<file path="src/rtl/rcw_pkg.sv">
package rcw_pkg;
  localparam int unsigned MS_W = 16;
  typedef logic [MS_W-1:0] ms_t;

  // Milliseconds since a mark, modulo 2^MS_W so counter wrap is harmless.
  function automatic ms_t ms_since(input ms_t now, input ms_t mark);
    return ms_t'(now - mark);
  endfunction

  // Strictly-greater comparison against the limit.
  function automatic logic past_limit(input ms_t elapsed, input ms_t limit);
    return elapsed > limit;
  endfunction
endpackage

</file>
<file path="src/rtl/rcw_ms_clock.sv">
module rcw_ms_clock
  import rcw_pkg::*;
(
  input  logic clk,
  input  logic rst_n,
  input  logic ms_tick,
  output ms_t  now_ms
);
  ms_t cnt_q;

  always_ff @(posedge clk) begin
    if (!rst_n)       cnt_q <= '0;
    else if (ms_tick) cnt_q <= cnt_q + ms_t'(1);
  end

  assign now_ms = cnt_q;
endmodule

</file>
<file path="src/rtl/rcw_chan_dog.sv">
module rcw_chan_dog
  import rcw_pkg::*;
#(
  parameter int TIMEOUT_MS = 100
) (
  input  logic clk,
  input  logic rst_n,
  input  ms_t  now_ms,
  input  logic pulse_new,
  output logic pulse_ack,
  output logic timed_out,
  output logic kick_evt,
  output logic expire_evt
);
  localparam ms_t LIMIT = ms_t'(TIMEOUT_MS);

  ms_t  stamp_q;
  logic ack_q;
  logic to_q;
  logic over;

  assign kick_evt   = pulse_new && !ack_q;
  assign over       = past_limit(ms_since(now_ms, stamp_q), LIMIT);
  assign expire_evt = !kick_evt && over;

  always_ff @(posedge clk) begin
    if (!rst_n) begin
      stamp_q <= '0;
      ack_q   <= 1'b0;
      to_q    <= 1'b1;
    end else begin
      ack_q <= kick_evt;
      if (kick_evt) begin
        stamp_q <= now_ms;
        to_q    <= 1'b0;
      end else if (expire_evt) begin
        to_q <= 1'b1;
      end
    end
  end

  assign pulse_ack = ack_q;
  assign timed_out = to_q;
endmodule

</file>
<file path="src/rtl/rcw_fail_merge.sv">
module rcw_fail_merge #(
  parameter int            NCH       = 8,
  parameter logic [NCH-1:0] CRIT_MASK = NCH'(2'b11)
) (
  input  logic [NCH-1:0] timed_out,
  output logic           fail
);
  logic [NCH-1:0] sel;

  for (genvar i = 0; i < NCH; i++) begin : g_sel
    if (CRIT_MASK[i]) begin : g_crit
      assign sel[i] = timed_out[i];
    end else begin : g_skip
      assign sel[i] = 1'b0;
    end
  end

  assign fail = |sel;
endmodule

</file>
<file path="src/rtl/rcw_link_watchdog.sv">
module rcw_link_watchdog
  import rcw_pkg::*;
#(
  parameter int             NCH        = 8,
  parameter int             TIMEOUT_MS = 100,
  parameter logic [NCH-1:0] CRIT_MASK  = NCH'(2'b11)
) (
  input  logic           clk,
  input  logic           rst_n,
  input  logic           ms_tick,
  input  logic [NCH-1:0] pulse_new,
  output logic [NCH-1:0] pulse_ack,
  output logic [NCH-1:0] chan_timeout,
  output logic           tx_fail
);
  ms_t            now_ms;
  logic [NCH-1:0] kick_evt;
  logic [NCH-1:0] expire_evt;

  rcw_ms_clock u_clock (
    .clk     (clk),
    .rst_n   (rst_n),
    .ms_tick (ms_tick),
    .now_ms  (now_ms)
  );

  for (genvar i = 0; i < NCH; i++) begin : g_ch
    rcw_chan_dog #(.TIMEOUT_MS(TIMEOUT_MS)) u_dog (
      .clk        (clk),
      .rst_n      (rst_n),
      .now_ms     (now_ms),
      .pulse_new  (pulse_new[i]),
      .pulse_ack  (pulse_ack[i]),
      .timed_out  (chan_timeout[i]),
      .kick_evt   (kick_evt[i]),
      .expire_evt (expire_evt[i])
    );
  end

  rcw_fail_merge #(.NCH(NCH), .CRIT_MASK(CRIT_MASK)) u_merge (
    .timed_out (chan_timeout),
    .fail      (tx_fail)
  );
endmodule

</file>
<file path="config.mk">
export PLATFORM = sky130hd
export DESIGN_NAME = rcw_link_watchdog
export DESIGN_NICKNAME = d
export VERILOG_FILES = /design/src/rtl/rcw_pkg.sv /design/src/rtl/rcw_ms_clock.sv /design/src/rtl/rcw_chan_dog.sv /design/src/rtl/rcw_fail_merge.sv /design/src/rtl/rcw_link_watchdog.sv
export SDC_FILE = /design/constraint.sdc
export NUM_CORES = 1
export LEC_CHECK = 0
export BUFFER_PORTS_ARGS = -buffer_cell sky130_fd_sc_hd__buf_2
export CAP_MARGIN = 10
export CORE_ASPECT_RATIO = 0.6
export CORE_MARGIN = 2
export CORE_UTILIZATION = 40
export CTS_CLUSTER_SIZE = 30
export DETAILED_ROUTE_END_ITERATION = 6
export GPL_TIMING_DRIVEN = 0
export HOLD_SLACK_MARGIN = 0.08
export PLACE_DENSITY = 0.52
export SLEW_MARGIN = 5
export SYNTH_ARGS = -nofsm -noshare
export SYNTH_HDL_FRONTEND = slang
export SYNTH_HIERARCHICAL = 1
export SYNTH_SLANG_ARGS = --single-unit
export TNS_END_PERCENT = 50
</file>
<file path="constraint.sdc">
create_clock -name clk -period 3.83 [get_ports clk]
set_input_delay 0.766 -clock clk [delete_from_list [all_inputs] [get_ports clk]]
set_output_delay 0.766 -clock clk [all_outputs]
set_load 0.02 [all_outputs]
</file>
## Word-level counts from Yosys, hierarchy flattened

Cells that the tools add are included.

| word-level totals | value |
|---|---|
| memory bits (writable) | 0 |
| ROM bits | 0 |
| word-level logic and storage cells | 99 |
| input port bits | 11 |
| flip-flop bits (word level) | 160 |
| output and inout bits | 17 |
| memories kept | 0 |
| latch bits | 0 |

| operators by class | value |
|---|---|
| mux-type cells | 16 |
| add/sub/neg operators | 9 |
| reductions and logical operators | 41 |
| bitwise operators | 0 |
| shifts and indexed selects | 0 |
| equality and inequality tests | 0 |
| div/mod/pow operators | 0 |
| multiply operators | 0 |
| $lt $le $gt $ge | 8 |

Operator list:

| kind | count |
|---|---|
| 16-bit by 7-bit greater-than comparator with 1-bit output, second input constant | 8 |
| 16-bit subtractor | 8 |
| 16-bit by 1-bit adder with 16-bit output, second input constant | 1 |
| 1-bit logical AND | 16 |
| 1-bit zero test | 16 |
| 1-bit two-way mux | 16 |
| 2-bit nonzero test | 8 |
| 2-bit OR reduction | 1 |

## Logic depth before layout (Yosys ltp)

| logic depth | value |
|---|---|
| depth after elaboration | 6 |
| mapped depth | 11 |
| mapped depth without buffers | 11 |

## Hierarchy

Netlist, hierarchy kept.

Modules (own cells, without submodules):

| module | cells an instance | area each (um^2) | times used | sequential area each (um^2) |
|---|---|---|---|---|
| rcw_chan_dog at g_ch[1].u_dog ... | 211 | 1,594.0 | 5 | 360.3 |
| rcw_chan_dog at g_ch[0].u_dog ... | 216 | 1,624.1 | 2 | 360.3 |
| rcw_chan_dog at g_ch[2].u_dog | 208 | 1,641.6 | 1 | 360.3 |
| rcw_ms_clock | 83 | 744.5 | 1 | 320.3 |
| rcw_fail_merge | 1 | 6.3 | 1 | 0.0 |

## Least setup slack after synthesis

No wires, ideal clock.

| path | value |
|---|---|
| path type | register -> register |
| from | register u_clock.cnt_q[1] (netlist: u_clock/now_ms[1]) |
| to | register g_ch[1].u_dog.to_q |
| arrival time | 2,954 ps |
| clock period less this slack | 3,085 ps |
| path slack | 745 ps |
| stages on the path, launching flop included | 9 |
| path buffers | 0 |
| data required time | 3,699 ps |
| setup time | 131 ps |
| path through | dfxtp_1 > fa_1 > nor2b_1 > nor2_1 > o21a_1 > a2111oi_1 > o311ai_2 > a2111oi_2 > a31oi_1 |

| on the way | value |
|---|---|
| word-level cells in the longest chain between the ends | 4 |

RTL lines:

| item | RTL line | RTL |
|---|---|---|
| from (decl) | rcw_ms_clock.sv:9 | `ms_t cnt_q;` |
| from (signal assigned) | rcw_ms_clock.sv:13 | `else if (ms_tick) cnt_q <= cnt_q + ms_t'(1);` |
| 16-bit subtractor | rcw_pkg.sv:7 | `return ms_t'(now - mark);` |
| 16-bit by 7-bit greater-than comparator with 1-bit output | rcw_pkg.sv:12 | `return elapsed > limit;` |
| 1-bit logical AND | rcw_chan_dog.sv:24 | `assign expire_evt = !kick_evt && over;` |
| 2-bit nonzero test (no line) | -- |  |
| to (signal assigned) | rcw_chan_dog.sv:30 | `to_q <= 1'b1;` |
| to (signal assigned) | rcw_chan_dog.sv:35 | `to_q <= 1'b0;` |
| to (signal assigned) | rcw_chan_dog.sv:37 | `to_q <= 1'b1;` |
| to (decl) | rcw_chan_dog.sv:19 | `logic to_q;` |

Every way passes these cells.
A chain may end at the register's enable or synchronous reset.

## Final worst setup path

| path | value |
|---|---|
| from | register u_clock.cnt_q[4] (netlist: u_clock/now_ms[4]) |
| to | register g_ch[1].u_dog.to_q |

Same word-level chain as after synthesis.

==> flow_metrics.env <==
export IMPL_viasPerCell=5.399
export IMPL_syn_inst=1771
export IMPL_cts_repair_resized=0
export IMPL_cts_tree="built"
export IMPL_drtPass1Iterations=5
export IMPL_hpwlAfterDp_microns=25880
export IMPL_clkTransAtPathRegs_ns=0.07
export IMPL_fin_crit_ns=3.686
export IMPL_grt_pass1_wl_microns=58840
export IMPL_grt_max_degree=80
export IMPL_critical_path_required_ns=4.15
export IMPL_cp_top_family="compound AO/OA/AOI/OAI gates"
export IMPL_final_common_cell="nand2_1"
export IMPL_vias=12363
export IMPL_power_switching_uw=1241
export IMPL_most_common_layout_cells="323 x nand2_1, 168 x inv_1, 156 x dfxtp_1"
export IMPL_rows=52
export IMPL_status="complete, no violations"
export IMPL_finalCritPeriodShare_pct=96.25
export IMPL_hp_class="flop to flop"
export IMPL_seq_power_share_pct=40.1
export IMPL_track_usage_pct=20.43
export IMPL_drtIter0Drc=781
export IMPL_antenna_found_initial=0
export IMPL_cts_setup_buffers=0
export IMPL_comb_power_share_pct=17.4
export IMPL_setup_tns_ns=0
export IMPL_area_growth_pct=9.951
export IMPL_endpoint_kind="flop"
export IMPL_first_global_vias=11035
export IMPL_final_net_count=1958
export IMPL_crit_chain="ha_1 -> a21o_1 -> a221o_1 -> mux2i_1 -> a2111oi_1 -> nand4_1 -> a2111oi_2 -> a31oi_1"
export IMPL_die_h_microns=146.7
export IMPL_report_final_slew_viol_count=0
export IMPL_syn_num_nets=1911
export IMPL_pwr_density_cell_nw_per_um2=288.4
export IMPL_ant_nets=0
export IMPL_cts_root_buf="clkbuf_16"
export IMPL_fmax_mhz=271.3
export IMPL_pwr_share_clk_pct=42.5
export IMPL_finalSetupViolCount=0
export IMPL_clock_latency_ns=0.45
export IMPL_drt_total_wl_microns=36170
export IMPL_placed_cells=2258
export IMPL_die_area_sq_um=35490
export IMPL_power_leakage_uw=0.005692
export IMPL_holdWs_ns=0.4560
export IMPL_io_buffers=27
export IMPL_stdcell_count=2290
export IMPL_finalPower_uw=4306
export IMPL_cts_sinks=160
export IMPL_p_sw_share_pct=28.82
export IMPL_avgSynthCellArea_sq_um=7.668
export IMPL_synth_cell_area_sq_um=13580
export IMPL_rsz0062_at_grt="no"
export IMPL_gp_congestion=0.8657
export IMPL_cpMaxStageDelayCell="dfxtp_1"
export IMPL_drc=0
export IMPL_grt_ovfl_total=0
export IMPL_ys_warn_count=6
export IMPL_cap_violations=0
export IMPL_post_drt_wl_per_cell_microns=15.80
export IMPL_peakVddDrop_mv=0.2818
export IMPL_clk_path_buf_depth=2
export IMPL_hold_viol_final=0
export IMPL_p_int_uw=3065
export IMPL_crit_path_max_incr_delay_ns=1.10
export IMPL_core_region_area_sq_um=33570
export IMPL_critPathArrivalTime_ns=4.01
export IMPL_cts_hold_buf=0
export IMPL_fin_skew_ns=0.01199
export IMPL_cts_buffers_inserted=17
export IMPL_critPathMaxFanout=19
export IMPL_crit_buf_inv=0
export IMPL_timing_worst_slew_pin_value_ns=1.310
export IMPL_max_slew_margin_pct=12.56
export IMPL_antenna_cells=0
export IMPL_start_util_pct=40.45
export IMPL_critPathKind="flop to flop"
export IMPL_ios=28
export IMPL_post_route_cells_drive_above_1_share_pct=8.520
export IMPL_cts_max_level=4
export IMPL_cp_start_kind="flop"
export IMPL_die_x_microns=241.9
-- area by class of cell --
| type | count | area, sq um |
|---|---|---|
| tap | 459 | 574.3 |
| buffer | 66 | 311.5 |
| clock buffer | 18 | 439.2 |
| inverter | 181 | 679.4 |
| timing repair buffer | 28 | 152.6 |
| sequential | 160 | 3208 |
| clock inverter | 14 | 180.2 |
| fill | 3467 | 18640 |
| multi-input combinational | 1364 | 9385 |
-- power groups by stage --
stage | Combinational (uW) | Sequential [uW] | Clock (uW)
floorplan | 550 | 1770 | 0
detailed placement | 742 | 1770 | 0
finish | 749 | 1730 | 1830
global placement | 738 | 1770 | 0
global route | 824 | 1730 | 1960
CTS | 748 | 1730 | 1880
-- worst min-delay path, stage by stage (launching register included) --
cell and delay, ns:
dfxtp_1 0.31, inv_1 0.05, a31oi_1 0.06
-- sequential cells by signal (all words and copies together), names as in the netlist --
name,cells
g_ch.u_dog/pulse_ack,8
g_ch.u_dog/stamp_q,128
g_ch.u_dog/timed_out,8
u_clock/now_ms,16
-- layer usage --
layer | vias up | wire [microns] | track usage [%]
met4 | 0 | 157 | 3.117
met2 | 196 | 14190 | 28.59
met1 | 5786 | 20300 | 32.30
li1 | 6367 | - | -
met5 | - | 0 | 0
met3 | 14 | 1527 | 3.836
-- metrics by stage --
step | util, % | setup slack, ns | cell area [sq um]
floorplan | - | 0.7990 | 13580
global placement | 42.56 | -0.2120 | 14290
detailed placement | 42.62 | 0.04962 | 14310
CTS | 44.47 | 0.01091 | 14930
global route | 44.47 | 0.02219 | 14930
finish | 44.47 | 0.1436 | 14930
-- path summary, 6_finish.rpt --
check,from,to,slack (ns),cells past startpoint
worst min register to register,g_ch[4].u_dog/timed_out$_SDFFE_PN1P_,g_ch[4].u_dog/timed_out$_SDFFE_PN1P_,0.46,2
worst max register to register,u_clock/now_ms[4]$_SDFFE_PN0P_,g_ch[1].u_dog/timed_out$_SDFFE_PN1P_,0.14,8
worst max-delay path,u_clock/now_ms[4]$_SDFFE_PN0P_,g_ch[1].u_dog/timed_out$_SDFFE_PN1P_,0.14,8
worst min-delay path,g_ch[4].u_dog/timed_out$_SDFFE_PN1P_,g_ch[4].u_dog/timed_out$_SDFFE_PN1P_,0.46,2
Note: power is estimated with default switching activity, not from simulation.
